File: config.mk
export PLATFORM = sky130hd
export DESIGN_NAME = flash_cmd_seq
export DESIGN_NICKNAME = d
export VERILOG_FILES = /design/src/rtl/fcs_pkg.sv /design/src/rtl/fcs_lock_bank.sv /design/src/rtl/fcs_cmd_fsm.sv /design/src/rtl/flash_cmd_seq.sv
export SDC_FILE = /design/constraint.sdc
export NUM_CORES = 1
export LEC_CHECK = 0
export BUFFER_PORTS_ARGS = -buffer_cell sky130_fd_sc_hd__clkbuf_2
export CAP_MARGIN = 0
export CORE_UTILIZATION = 49
export DETAILED_ROUTE_END_ITERATION = 16
export GPL_TIMING_DRIVEN = 0
export PLACE_DENSITY = 0.76
export SLEW_MARGIN = 25
export SYNTH_ARGS = -nofsm -noshare
export SYNTH_HDL_FRONTEND = slang
export SYNTH_SLANG_ARGS = --single-unit
File: constraint.sdc
create_clock -name clk -period 2.2 [get_ports clk]
set_input_delay 0.66 -clock clk [delete_from_list [all_inputs] [get_ports clk]]
set_output_delay 0.66 -clock clk [all_outputs]
set_load 0.02 [all_outputs]
File: src/rtl/fcs_pkg.sv
// Shared constants for the flash command sequencer: opcodes, sequencer
// states, strobe indices and ready/busy mode encodings.
package fcs_pkg;

    localparam logic [7:0] OPC_ERASE   = 8'h20;
    localparam logic [7:0] OPC_LOCK    = 8'h77;
    localparam logic [7:0] OPC_ERALL   = 8'hA7;
    localparam logic [7:0] OPC_UPSTAT  = 8'h97;
    localparam logic [7:0] OPC_UPINFO  = 8'h99;
    localparam logic [7:0] OPC_RBMODE  = 8'h96;
    localparam logic [7:0] OPC_LOAD    = 8'hE0;
    localparam logic [7:0] OPC_PBWRITE = 8'h0C;
    localparam logic [7:0] OPC_TWOBYTE = 8'hFB;
    localparam logic [7:0] OPC_PBONE   = 8'h74;
    localparam logic [7:0] OPC_SLEEP   = 8'hF0;
    localparam logic [7:0] OPC_ABORT   = 8'h80;
    localparam logic [7:0] OPC_CLEAR   = 8'h50;
    localparam logic [7:0] OPC_CONFIRM = 8'hD0;

    typedef enum logic [2:0] {
        ST_IDLE,
        ST_CONF,
        ST_MODE,
        ST_PART1,
        ST_PART2,
        ST_PBDATA
    } seq_state_t;

    localparam int SI_ERASE   = 0;
    localparam int SI_ERALL   = 1;
    localparam int SI_LOCK    = 2;
    localparam int SI_LOAD    = 3;
    localparam int SI_PBWRITE = 4;
    localparam int SI_TWOBYTE = 5;
    localparam int SI_UPLOAD  = 6;
    localparam int SI_SLEEP   = 7;
    localparam int SI_ABORT   = 8;
    localparam int NUM_STB    = 9;

    localparam logic [1:0] RB_LEVEL    = 2'd0;
    localparam logic [1:0] RB_PULSE_WR = 2'd1;
    localparam logic [1:0] RB_PULSE_ER = 2'd2;
    localparam logic [1:0] RB_OFF      = 2'd3;

endpackage

File: src/rtl/fcs_lock_bank.sv
// One lock bit per block. A bit is set by a one-clock set request and is
// cleared only by reset. Assumes set_idx is valid whenever set_en is high.
module fcs_lock_bank #(
    parameter int BLK_W = 4,
    localparam int NBLK = 1 << BLK_W
) (
    input  logic             clk,
    input  logic             rst_n,
    input  logic             set_en,
    input  logic [BLK_W-1:0] set_idx,
    output logic [NBLK-1:0]  lock_vec
);

    for (genvar i = 0; i < NBLK; i++) begin : g_blk
        // Hold the lock bit of block i; set on a matching request.
        always_ff @(posedge clk) begin
            if (!rst_n)
                lock_vec[i] <= 1'b0;
            else if (set_en && set_idx == BLK_W'(i))
                lock_vec[i] <= 1'b1;
        end
    end

    AST_LOCK_STICKY: assert property (@(posedge clk) disable iff (!rst_n)
        ($past(lock_vec) & ~lock_vec) == '0);

    AST_LOCK_NEEDS_SET: assert property (@(posedge clk) disable iff (!rst_n)
        (lock_vec != $past(lock_vec)) |-> $past(set_en));

endmodule

File: src/rtl/fcs_cmd_fsm.sv
// Command sequencer core. It tracks the bus cycle within each command,
// checks confirm bytes, assembles counts and data bytes, applies block
// protection and registers one-clock strobes with their operands.
// Assumes wr_en is high for exactly one clock per bus write cycle.
module fcs_cmd_fsm
    import fcs_pkg::*;
#(
    parameter int ADDR_W = 20,
    parameter int BLK_W  = 4,
    localparam int NBLK  = 1 << BLK_W
) (
    input  logic              clk,
    input  logic              rst_n,
    input  logic              pwr_n,
    input  logic              wp_n,
    input  logic              wr_en,
    input  logic [ADDR_W-1:0] bus_addr,
    input  logic [7:0]        bus_data,
    input  logic              wide_mode,
    input  logic [NBLK-1:0]   lock_vec,
    output logic [NUM_STB-1:0] stb,
    output logic [BLK_W-1:0]  op_block,
    output logic [ADDR_W-1:0] op_addr,
    output logic [15:0]       op_count,
    output logic [15:0]       op_data,
    output logic [NBLK-1:0]   op_mask,
    output logic              op_info,
    output logic [1:0]        rb_mode,
    output logic              deep_pd,
    output logic              seq_err,
    output logic              prot_err
);

    seq_state_t       state;
    logic [7:0]       pend;
    logic [7:0]       hold;
    logic             swap;
    logic [BLK_W-1:0] blk;
    logic             prot_on;
    logic             locked_here;
    logic [15:0]      word;

    // Decode the target block and whether it is currently protected.
    always_comb begin
        blk         = bus_addr[ADDR_W-1 -: BLK_W];
        prot_on     = !wp_n;
        locked_here = prot_on && lock_vec[blk];
        word        = swap ? {hold, bus_data} : {bus_data, hold};
    end

    // Advance the command sequence and register strobes, operands and flags.
    always_ff @(posedge clk) begin
        if (!rst_n) begin
            state    <= ST_IDLE;
            pend     <= '0;
            hold     <= '0;
            swap     <= 1'b0;
            stb      <= '0;
            op_block <= '0;
            op_addr  <= '0;
            op_count <= '0;
            op_data  <= '0;
            op_mask  <= '0;
            op_info  <= 1'b0;
            rb_mode  <= RB_LEVEL;
            deep_pd  <= 1'b0;
            seq_err  <= 1'b0;
            prot_err <= 1'b0;
        end else begin
            stb     <= '0;
            deep_pd <= !pwr_n;
            if (!pwr_n) begin
                state <= ST_IDLE;
            end else if (wr_en && state != ST_IDLE && bus_data == OPC_ABORT) begin
                stb[SI_ABORT] <= 1'b1;
                state         <= ST_IDLE;
            end else if (wr_en) begin
                case (state)
                    ST_IDLE: begin
                        case (bus_data)
                            OPC_ERASE, OPC_LOCK, OPC_ERALL, OPC_UPSTAT, OPC_UPINFO: begin
                                pend  <= bus_data;
                                state <= ST_CONF;
                            end
                            OPC_RBMODE: state <= ST_MODE;
                            OPC_LOAD, OPC_PBWRITE: begin
                                pend  <= bus_data;
                                state <= ST_PART1;
                            end
                            OPC_TWOBYTE: begin
                                if (!wide_mode) begin
                                    pend  <= bus_data;
                                    state <= ST_PART1;
                                end
                            end
                            OPC_PBONE: state <= ST_PBDATA;
                            OPC_SLEEP: stb[SI_SLEEP] <= 1'b1;
                            OPC_ABORT: stb[SI_ABORT] <= 1'b1;
                            OPC_CLEAR: begin
                                seq_err  <= 1'b0;
                                prot_err <= 1'b0;
                            end
                            default: state <= ST_IDLE;
                        endcase
                    end
                    ST_CONF: begin
                        state <= ST_IDLE;
                        if (bus_data != OPC_CONFIRM) begin
                            seq_err <= 1'b1;
                        end else begin
                            case (pend)
                                OPC_ERASE: begin
                                    if (locked_here) begin
                                        prot_err <= 1'b1;
                                    end else begin
                                        stb[SI_ERASE] <= 1'b1;
                                        op_block      <= blk;
                                    end
                                end
                                OPC_LOCK: begin
                                    stb[SI_LOCK] <= 1'b1;
                                    op_block     <= blk;
                                end
                                OPC_ERALL: begin
                                    stb[SI_ERALL] <= 1'b1;
                                    op_mask       <= prot_on ? ~lock_vec : '1;
                                end
                                default: begin
                                    stb[SI_UPLOAD] <= 1'b1;
                                    op_info        <= (pend == OPC_UPINFO);
                                end
                            endcase
                        end
                    end
                    ST_MODE: begin
                        state <= ST_IDLE;
                        case (bus_data)
                            8'h01:   rb_mode <= RB_LEVEL;
                            8'h02:   rb_mode <= RB_PULSE_WR;
                            8'h03:   rb_mode <= RB_PULSE_ER;
                            8'h04:   rb_mode <= RB_OFF;
                            default: seq_err <= 1'b1;
                        endcase
                    end
                    ST_PART1: begin
                        hold  <= bus_data;
                        swap  <= !wide_mode && pend != OPC_LOAD && bus_addr[0];
                        state <= ST_PART2;
                    end
                    ST_PART2: begin
                        state <= ST_IDLE;
                        if (pend == OPC_LOAD) begin
                            stb[SI_LOAD] <= 1'b1;
                            op_count     <= word;
                        end else if (locked_here) begin
                            prot_err <= 1'b1;
                        end else if (pend == OPC_PBWRITE) begin
                            stb[SI_PBWRITE] <= 1'b1;
                            op_count        <= word;
                            op_addr         <= bus_addr;
                            op_block        <= blk;
                        end else begin
                            stb[SI_TWOBYTE] <= 1'b1;
                            op_data         <= word;
                            op_addr         <= bus_addr;
                            op_block        <= blk;
                        end
                    end
                    default: state <= ST_IDLE;
                endcase
            end
        end
    end

    AST_STB_ONEHOT: assert property (@(posedge clk) disable iff (!rst_n)
        $onehot0(stb));

    AST_STB_NEEDS_WRITE: assert property (@(posedge clk) disable iff (!rst_n)
        (|stb) |-> $past(wr_en));

    AST_OPND_STABLE: assert property (@(posedge clk) disable iff (!rst_n)
        !(|stb) |-> $stable({op_block, op_addr, op_count, op_data, op_mask, op_info}));

    AST_PD_SILENT: assert property (@(posedge clk) disable iff (!rst_n)
        deep_pd |-> (stb == '0));

    AST_SEQERR_FROM_WRITE: assert property (@(posedge clk) disable iff (!rst_n)
        $rose(seq_err) |-> $past(wr_en));

    AST_MODE_FROM_WRITE: assert property (@(posedge clk) disable iff (!rst_n)
        !$stable(rb_mode) |-> $past(wr_en));

endmodule

File: src/rtl/flash_cmd_seq.sv
// Top level of the flash command sequencer. It connects the sequencing core
// to the per-block lock bank and brings the strobes out as separate ports.
// Assumes the bus interface has already reduced each write to a one-clock pulse.
module flash_cmd_seq
    import fcs_pkg::*;
#(
    parameter int ADDR_W = 20,
    parameter int BLK_W  = 4,
    localparam int NBLK  = 1 << BLK_W
) (
    input  logic              clk,
    input  logic              rst_n,
    input  logic              pwr_n,
    input  logic              wp_n,
    input  logic              wr_en,
    input  logic [ADDR_W-1:0] bus_addr,
    input  logic [7:0]        bus_data,
    input  logic              wide_mode,
    output logic              erase_stb,
    output logic              erase_all_stb,
    output logic              lock_stb,
    output logic              load_stb,
    output logic              pbwrite_stb,
    output logic              twobyte_stb,
    output logic              upload_stb,
    output logic              sleep_stb,
    output logic              abort_stb,
    output logic [BLK_W-1:0]  op_block,
    output logic [ADDR_W-1:0] op_addr,
    output logic [15:0]       op_count,
    output logic [15:0]       op_data,
    output logic [NBLK-1:0]   op_mask,
    output logic              op_info,
    output logic [1:0]        rb_mode,
    output logic              deep_pd,
    output logic              seq_err,
    output logic              prot_err
);

    logic [NUM_STB-1:0] stb;
    logic [NBLK-1:0]    lock_vec;

    fcs_cmd_fsm #(.ADDR_W(ADDR_W), .BLK_W(BLK_W)) fsm_i (
        .clk       (clk),
        .rst_n     (rst_n),
        .pwr_n     (pwr_n),
        .wp_n      (wp_n),
        .wr_en     (wr_en),
        .bus_addr  (bus_addr),
        .bus_data  (bus_data),
        .wide_mode (wide_mode),
        .lock_vec  (lock_vec),
        .stb       (stb),
        .op_block  (op_block),
        .op_addr   (op_addr),
        .op_count  (op_count),
        .op_data   (op_data),
        .op_mask   (op_mask),
        .op_info   (op_info),
        .rb_mode   (rb_mode),
        .deep_pd   (deep_pd),
        .seq_err   (seq_err),
        .prot_err  (prot_err)
    );

    fcs_lock_bank #(.BLK_W(BLK_W)) locks_i (
        .clk      (clk),
        .rst_n    (rst_n),
        .set_en   (stb[SI_LOCK]),
        .set_idx  (op_block),
        .lock_vec (lock_vec)
    );

    // Split the strobe vector into named ports.
    always_comb begin
        erase_stb     = stb[SI_ERASE];
        erase_all_stb = stb[SI_ERALL];
        lock_stb      = stb[SI_LOCK];
        load_stb      = stb[SI_LOAD];
        pbwrite_stb   = stb[SI_PBWRITE];
        twobyte_stb   = stb[SI_TWOBYTE];
        upload_stb    = stb[SI_UPLOAD];
        sleep_stb     = stb[SI_SLEEP];
        abort_stb     = stb[SI_ABORT];
    end

endmodule

==> metrics.md, run 1 <==
| Metric | Value |
|---|---|
| TritonRoute pass-1 iters | `4` |
| Most frequent cells in the layout | `clkbuf_2, dfxtp_1, nor2_1` |
| Worst-Skew Late Latency | `0.53 ns` |
| Mux cell area share after synthesis | `18.8%` |
| Final wirelength | `14300 um` |
| RSZ-0062 raised after global routing | `true` |
| Final period utilization | `100%` |
| Syn Nets | `633` |
| Worst slew margin | `56.2%` |
| Mapped cell area | `0.00542 sq mm` |
| WP data arrival | `2.66 ns` |
| Die W | `107 um` |
| HPWL Detailed | `10500 um` |
| Via count | `4887` |
| Synth Instances | `599` |
| Worst path cell trace | `nand3b_1 > or3_4 > mux2_4 > o32a_1 > a2111oi_4 > buf_4 > mux2i_1` |
| Pre-CTS setup slack | `-0.681 ns` |
| Global-route wire length before repair | `22800 um` |
| Maximum fanout along the worst path | `4` |
| Initial antenna violation count | `0` |
| Clk_skew | `0.00726 ns` |
| HP Class | `in -> reg` |
| Number of synthesized flops with an enable pin | `0` |
| Worst path max stage delay | `0.41 ns` |
| Worst path required time | `2.65 ns` |
| Max-cap violations | `0` |
| GRT met3 Usage | `6.69%` |
| DRC | `0` |
| Placed instance count | `856` |
| Final Cell Area | `0.00697 sq mm` |
| Main synth FF type | `dfxtp_1` |
| Layout Nets | `777` |
| Crit end category | `flop` |
| Hold depth | `3` |
| Asr flop ratio synth | `0%` |
| Share of cells above drive strength 1 | `29.2%` |
| Largest family of logic cells by synthesized area | `simple AND/OR/NAND/NOR gates` |
| Worst Reg2Reg Path Length in Cells | `7` |
| Sequential area share after synthesis | `45.5%` |
| Initial core utilization | `50.2%` |
| Failing checks | `negative setup slack` |
| Met1 usage | `30.2%` |
| GR Util met2 | `44.3%` |
| Family with the most delay on the worst path | `simple AND/OR/NAND/NOR gates` |
| Area post-placement | `0.00622 sq mm` |
| Commonest non-fill, non-tap cell in the layout | `clkbuf_2` |
| Core box area | `0.0108 sq mm` |
| Vias in the first global route | `4770` |
| #FFs+latches synth | `123` |
| Area share of and/or/nand/nor cells after synthesis | `22.7%` |
| Maximum VDD drop | `0.487 mV` |
| Syn. warnings | `0` |
| Final Non-Filler Cells | `896` |
| Vias/cell | `5.45` |
| Crit path kind | `reg -> reg` |
| WHS Endpoint | `fsm_i.op_addr[13]` |
| Starting DRT DRC Count | `226` |
| Beginning of the worst hold path | `bus_addr[13]` |
| Row count | `38` |
| Die height | `107 um` |
| Slowest cell on the critical path | `or3_4` |
| IO Port Bufs | `117` |
| Gpl congestion | `0.869` |
| Clock transition at path regs | `0.06 ns` |
| R2r setup slk | `-0.005 ns` |
| Final WS setup | `-0.00535 ns` |
| Total Routing Usage GR | `25.7%` |
| Fmax | `453 MHz` |
| Total CTS buffers | `17` |
| Most Crowded Layer GR | `met2` |
| Die ar. | `0.0115 sq mm` |
| Unique masters post-synth | `58` |
| Worst reg2reg endpoint | `fsm_i.op_block[1]` |
| Leakage power | `3.15 nW` |
| P per Cell Area | `744 mW/mm^2` |
| H-tree depth | `4` |
| WL per Instance | `16.0 um` |
| CTS tree | `built` |
| Setup violators final | `1` |
| Largest net degree at the start of global routing | `17` |
| Antenna Violating Nets Remaining | `0` |
| Clock sinks | `123` |
| Post-Synth XOR/XNOR Area | `0.485%` |
| Status | `complete, but fails checks` |
| Worst path bufs/invs | `1` |
| Endpoints failing hold | `0` |
| Worst r2r src | `fsm_i.pend[3]` |
| Setup TNS | `-0.00535 ns` |
| Number of I/O pins | `121` |
| Fillers | `893` |
| Adder-cell share of the synthesized area | `0%` |
| CTS Hold Buffers Added | `0` |
| Clock buffer depth | `2` |
| Fin util | `64.6%` |
| Clk root buf | `clkbuf_8` |
| Fin crit period | `2.21 ns` |
| Avg Cell Area, Syn | `9.04 sq um` |
| Area Growth Syn to Fin | `28.7%` |
| Overflow after GRT | `0` |
| # diodes | `0` |
| Complex-gate fraction of the synthesized area | `8.09%` |
| Count of pins over their slew limit | `0` |
| Element type at the critical path start | `flop` |
| Tightest Pin Transition | `0.648 ns` |
[through the flow]
step | hold WS [ns] | power, mW
after floorplan | 0.442 | 2.44
after global placement | 0.444 | 2.53
after detailed placement | 0.451 | 2.54
after CTS | 0.348 | 5.21
after global routing | 0.360 | 5.35
final | 0.367 | 5.19
[cells in the mapped netlist (all sizes together) (5+ instances only)]
master / n / area share (%)
nor4: 9 / 1.4
or3: 7 / 0.81
nand2: 99 / 6.9
dfxtp: 123 / 45
a31oi: 7 / 0.81
inv: 6 / 0.42
nor2b: 6 / 0.69
mux2i: 78 / 14
o21ai: 5 / 0.46
buf: 16 / 1.9
nor2: 101 / 7.0
mux2: 17 / 3.5
nor3: 8 / 0.74
nand2b: 7 / 0.81
clkbuf: 30 / 2.1
nand3: 7 / 0.65
a311oi: 17 / 2.7
a21oi: 8 / 0.74
[cells by family (layout without fill, tap and decap cells)]
family / count (synthesis) / after routing
buffers and inverters: 53 / 210
and+or+nand+nor: 268 / 268
DFF: 123 / 123
xor gates and xnor gates: 3 / 3
muxes: 97 / 97
AOI/OAI and AO/OA: 55 / 55
[per-layer routing]
metal  vias up  part of all wire (%)
li1       2365                     -
met1      2350                    43
met2       146                    50
met3        26                   4.7
met4         0                   2.3
met5         -                     0
[how the worst max path moves through the flow]
stage | start | endpoint | slack (ns) | cells past startpoint
2_1_floorplan | bus_data[2] | fsm_i.op_block[0] | -0.06 | 5
3_3_place_gp | bus_data[2] | fsm_i.op_block[2] | -0.56 | 6
3_5_place_dp | bus_data[2] | fsm_i.op_mask[15] | -0.68 | 7
4_1_cts | fsm_i.pend[3] | fsm_i.op_block[1] | 0.004 | 7
5_1_grt | fsm_i.pend[3] | fsm_i.op_block[1] | -0.07 | 7
6_report | fsm_i.pend[3] | fsm_i.op_block[1] | -0.005 | 7
[state kept, by name, indices dropped and copies added (netlist names), 2 cells and up]
signal / count
fsm_i.stb: 9
fsm_i.hold: 8
fsm_i.op_block: 4
fsm_i.op_addr: 20
fsm_i.state: 3
fsm_i.op_data: 16
fsm_i.rb_mode: 2
fsm_i.pend: 8
fsm_i.op_count: 16
fsm_i.op_mask: 16
locks_i.lock_vec: 16
[timing repair]
item                       4_1_cts  5_1_grt
pin swaps                        4        8
setup buffers                    4        5
setup endpoints to repair       37       34
resized for setup                9       25
[power by group]
group | total (mW) | leakage, nW | switching, mW | internal, mW
Sequential | 2.24 | 0.995 | 0.00562 | 2.24
Combinational | 0.268 | 1.87 | 0.177 | 0.0910
Clock | 2.68 | 0.282 | 0.956 | 1.72
Total | 5.19 | 3.15 | 1.14 | 4.05
[area by class of cell]
type | instances | area [sq um] | share of cell area, %
multi-input combinational | 423 | 2830 | 40.5
clock buffer | 25 | 484 | 6.94
sequential | 123 | 2470 | 35.5
tap | 140 | 175 | 2.51
timing repair buffer | 126 | 656 | 9.40
inverter | 7 | 26.3 | 0.377
buffer | 45 | 246 | 3.53
clock inverter | 7 | 87.6 | 1.26
[worst min-delay path: cells and delay by family]
kind / cells / cell delay, ns
muxes: 1 / 0.05
buffers and inverters: 1 / 0.08
and+or+nand+nor: 1 / 0.07
(Power assumes the default switching activity.)
==> run 2: changes to the inputs <==
PLACE_DENSITY = 0.78   (was 0.76)
==> metrics.md, run 2 (synthesized netlist as in run 1, its figures left out) <==
| Metric | Value |
|---|---|
| Clock transition at path regs | `0.06 ns` |
| Failing checks | `negative setup slack` |
| Maximum fanout along the worst path | `4` |
| Initial core utilization | `50.2%` |
| Gpl congestion | `0.890` |
| Tightest Pin Transition | `0.676 ns` |
| Maximum VDD drop | `0.417 mV` |
| Crit end category | `flop` |
| WL per Instance | `16.3 um` |
| Critical path origin | `fsm_i.pend[3]` |
| Final wirelength | `14600 um` |
| Most frequent cells in the layout | `clkbuf_2, dfxtp_1, nor2_1` |
| Share of cells above drive strength 1 | `28.8%` |
| Status | `complete, but fails checks` |
| Starting DRT DRC Count | `319` |
| Overflow after GRT | `0` |
| HPWL Detailed | `10500 um` |
| Combinational Power Share | `5.3%` |
| DRC | `0` |
| Largest net degree at the start of global routing | `17` |
| Initial antenna violation count | `0` |
| Layout Nets | `778` |
| Worst reg2reg endpoint | `fsm_i.op_block[2]` |
| Worst path required time | `2.64 ns` |
| Area Growth Syn to Fin | `28.1%` |
| H-tree depth | `4` |
| Clk pwr share | `50.3%` |
| Sw frac | `23.1%` |
| IO Port Bufs | `117` |
| RSZ-0062 raised after global routing | `true` |
| Clock sinks | `123` |
| Endpoints failing hold | `0` |
| Setup violators final | `4` |
| Fillers | `858` |
| Clk_skew | `0.0133 ns` |
| Antenna Violating Nets Remaining | `0` |
| Die ar. | `0.0115 sq mm` |
| Largest Register | `fsm_i.op_addr` |
| CTS Hold Buffers Added | `0` |
| Total CTS buffers | `17` |
| Fin crit period | `2.21 ns` |
| NetSw | `1.17 mW` |
| P per Cell Area | `727 mW/mm^2` |
| CP Capture Point | `fsm_i.op_block[2]` |
| Final WS setup | `-0.0124 ns` |
| Worst-Skew Late Latency | `0.51 ns` |
| Placed instance count | `856` |
| Final period utilization | `101%` |
| Worst Reg2Reg Path Length in Cells | `7` |
| # diodes | `0` |
| Die W | `107 um` |
| Element type at the critical path start | `flop` |
| Row count | `38` |
| WP data arrival | `2.66 ns` |
| Largest register FFs | `20` |
| Clk root buf | `clkbuf_8` |
| Internal | `3.88 mW` |
| Die height | `107 um` |
| Number of I/O pins | `121` |
| Worst r2r src | `fsm_i.pend[3]` |
| Final Non-Filler Cells | `897` |
| Commonest non-fill, non-tap cell in the layout | `clkbuf_2` |
| TritonRoute pass-1 iters | `5` |
| CTS tree | `built` |
| R2r setup slk | `-0.01 ns` |
| Max-cap violations | `0` |
| Pre-CTS setup slack | `-0.677 ns` |
| Count of pins over their slew limit | `0` |
| HP Class | `in -> reg` |
| Total Routing Usage GR | `25.6%` |
| Worst slew margin | `54.9%` |
| Fmax | `452 MHz` |
| Share of power burned in registers | `44.4%` |
| Vias in the first global route | `4771` |
| Vias/cell | `5.49` |
| Global-route wire length before repair | `22900 um` |
| Leakage power | `3.14 nW` |
| Via count | `4924` |
| Clock buffer depth | `2` |
| Core box area | `0.0108 sq mm` |
| Crit path kind | `reg -> reg` |
run 2: worst min path at each step:
stage                              startpoint           endpoint  slack [ns]  cells past startpoint
after floorplan           locks_i.lock_vec[3]   fsm_i.op_mask[3]        0.44                      1
after global placement       fsm_i.rb_mode[0]   fsm_i.rb_mode[0]        0.45                      2
after detailed placement     fsm_i.rb_mode[0]   fsm_i.rb_mode[0]        0.44                      2
after CTS                        bus_addr[14]  fsm_i.op_addr[14]        0.37                      3
after global routing             bus_addr[15]  fsm_i.op_addr[15]        0.37                      3
final                             bus_addr[9]   fsm_i.op_addr[9]        0.39                      3
run 2: power groups by stage:
| stage | logic (mW) | registers [mW] | clock network [mW] |
|---|---|---|---|
| global route | 0.288 | 2.24 | 2.67 |
| detailed placement | 0.251 | 2.29 | 0 |
| CTS | 0.254 | 2.24 | 2.56 |
| finish | 0.268 | 2.24 | 2.54 |
| global placement | 0.244 | 2.29 | 0 |
| floorplan | 0.150 | 2.29 | 0 |
run 2: per-stage QoR:
step                      instance area [sq um]  setup TNS, ns  total power, mW  hold WS, ns  utilization (%)
after CTS                                  6820              0             5.06        0.365             63.2
after floorplan                            5460          -1.05             2.44        0.442                -
after detailed placement                   6220         -42.57             2.54        0.444             57.6
after global placement                     6220         -36.25             2.53        0.446             57.6
final                                      6940        -0.0260             5.05        0.392             64.3
after global routing                       6940         -0.409             5.20        0.372             64.3
run 2: cell type report:
| class | count | area (sq um) | area share, % |
|---|---|---|---|
| clock buffers | 22 | 453 | 6.53 |
| flip-flops and latches | 123 | 2470 | 35.6 |
| multi-input cells | 423 | 2800 | 40.4 |
| repair buffers | 127 | 663 | 9.56 |
| inverters | 7 | 26.3 | 0.379 |
| well taps | 140 | 175 | 2.52 |
| clock inverters | 10 | 92.6 | 1.33 |
| plain buffers | 45 | 256 | 3.70 |
run 2: timing repair:
item | CTS | global route
buffers inserted | 3 | 7
resized for setup | 6 | 27
pin swaps | 4 | 8
endpoints found under the setup margin | 36 | 49
run 2: worst max-delay path: stages, from the launching register on:
cell and delay [ns]:
dfxtp_2 0.32, nand3b_1 0.16, or3_4 0.42, mux2_4 0.27, o32a_1 0.36, a2111oi_4 0.20
buf_4 0.21, mux2i_1 0.18
run 2: metal layers:
metal  global-route usage, %  share of wire (%)
met2                    44.8                 51
met3                    5.35                6.4
met1                    30.2                 41
met4                    10.7                1.6
met5                       0                  0
==> run 3: changes to the inputs <==
SKIP_LAST_GASP = 1   (was unset)
==> metrics.md, run 3 (synthesized netlist as in run 1, its figures left out) <==
| Metric | Value |
|---|---|
| Status | `complete, but fails checks` |
| Failing checks | `negative setup slack` |
| Worst path bufs/invs | `1` |
| Count of pins over their slew limit | `0` |
| Setup TNS | `-0.0153 ns` |
| P per Cell Area | `728 mW/mm^2` |
| R2r setup slk | `-0.01 ns` |
| Total Routing Usage GR | `25.6%` |
| Overflow after GRT | `0` |
| CTS tree | `built` |
| Family with the most delay on the worst path | `simple AND/OR/NAND/NOR gates` |
| Endpoints failing hold | `0` |
| Starting DRT DRC Count | `335` |
| Maximum fanout along the worst path | `4` |
| RSZ-0062 raised after global routing | `true` |
| Die height | `107 um` |
| # diodes | `0` |
| TritonRoute pass-1 iters | `5` |
| Worst slew margin | `54.8%` |
| Initial core utilization | `50.2%` |
| H-tree depth | `4` |
| Vias/cell | `5.51` |
| Clk root buf | `clkbuf_8` |
| Most frequent cells in the layout | `clkbuf_2, dfxtp_1, nor2_1` |
| Slowest cell on the critical path | `or3_4` |
| Beginning of the worst hold path | `bus_addr[9]` |
| WL per Instance | `16.2 um` |
| Number of I/O pins | `121` |
| Fillers | `858` |
| Clk_skew | `0.00739 ns` |
| Via count | `4934` |
| Placed instance count | `856` |
| Worst path cell trace | `nand3b_1 > or3_4 > mux2_4 > o32a_1 > a2111oi_4 > buf_4 > mux2i_1` |
| WP data arrival | `2.65 ns` |
| Crit end category | `flop` |
| Final Non-Filler Cells | `896` |
| Die W | `107 um` |
| Element type at the critical path start | `flop` |
| Core box area | `0.0108 sq mm` |
| Area post-placement | `0.00622 sq mm` |
| Fin crit period | `2.21 ns` |
| Hold depth | `3` |
| Worst-Skew Late Latency | `0.51 ns` |
| Final WS setup | `-0.0111 ns` |
| Max-cap violations | `0` |
| Final period utilization | `101%` |
| Clock sinks | `123` |
| Largest register FFs | `20` |
| IO Port Bufs | `117` |
| Layout Nets | `777` |
| Gpl congestion | `0.890` |
| Row count | `38` |
| Worst path max stage delay | `0.42 ns` |
| DRC | `0` |
| Final wirelength | `14600 um` |
| Largest net degree at the start of global routing | `17` |
| Worst r2r src | `fsm_i.pend[3]` |
| Fin util | `64.1%` |
| Total Power | `5.04 mW` |
| Worst Reg2Reg Path Length in Cells | `7` |
| Total CTS buffers | `17` |
| Tightest Pin Transition | `0.679 ns` |
| Die ar. | `0.0115 sq mm` |
| Worst path required time | `2.64 ns` |
| Vias in the first global route | `4771` |
| Initial antenna violation count | `0` |
| Antenna Violating Nets Remaining | `0` |
| Global-route wire length before repair | `22900 um` |
| Clock transition at path regs | `0.06 ns` |
| Leakage power | `3.13 nW` |
| Fmax | `452 MHz` |
| CTS Hold Buffers Added | `0` |
| WHS | `0.389 ns` |
| Crit path kind | `reg -> reg` |
| WHS Endpoint | `fsm_i.op_addr[9]` |
| Largest Register | `fsm_i.op_addr` |
| Maximum VDD drop | `0.417 mV` |
| Share of cells above drive strength 1 | `28.7%` |
| HPWL Detailed | `10500 um` |
| Area Growth Syn to Fin | `27.8%` |
| HP Class | `in -> reg` |
| Pre-CTS setup slack | `-0.677 ns` |
| Commonest non-fill, non-tap cell in the layout | `clkbuf_2` |
| Final Cell Area | `0.00692 sq mm` |
| Worst reg2reg endpoint | `fsm_i.op_block[0]` |
| Setup violators final | `3` |
| Clock buffer depth | `2` |
## run 3: final cells by class
type                    instances  area (sq um)  area share, %
clock inverters                10          92.6           1.34
clock buffers                  22           453           6.54
plain buffers                  45           249           3.60
well taps                     140           175           2.53
flip-flops and latches        123          2470           35.6
repair buffers                126           656           9.47
multi-input cells             423          2800           40.5
inverters                       7          26.3          0.380
## run 3: worst min-delay path, cell delays in order
cell and delay [ns]:
clkbuf_2 0.08, mux2i_1 0.05, nor2_1 0.07
## run 3: repair_timing
action                                 4_1_cts  5_1_grt
pin swaps                                    3        9
endpoints found under the hold margin        0        0
setup buffers                                3        6
setup endpoints to repair                   36       49
gates resized for setup                      6       27
## run 3: routing by layer
metal  GRT usage, %  up-vias  routed length (um)
li1               -     2353                   -
met1           30.2     2343                5950
met2           44.8      210                7390
met3           5.35       28                 955
met4           10.7        0                 263
met5              0        -                   0
## run 3: how the worst max path moves through the flow
stage                   from                 to  cells after the start
2_1_floorplan    bus_data[2]  fsm_i.op_block[0]                      5
3_3_place_gp     bus_data[2]  fsm_i.op_block[2]                      6
3_5_place_dp     bus_data[2]  fsm_i.op_mask[14]                      7
4_1_cts          bus_data[2]  fsm_i.op_mask[14]                      8
5_1_grt        fsm_i.pend[3]  fsm_i.op_block[0]                      7
6_report       fsm_i.pend[3]  fsm_i.op_block[0]                      7
## run 3: report_power, final
part           switching (mW)  leakage [nW]  total [mW]  internal (mW)
Clock                   0.980         0.257        2.53           1.55
Sequential            0.00559         0.993        2.24           2.24
Combinational           0.177          1.88       0.268         0.0910
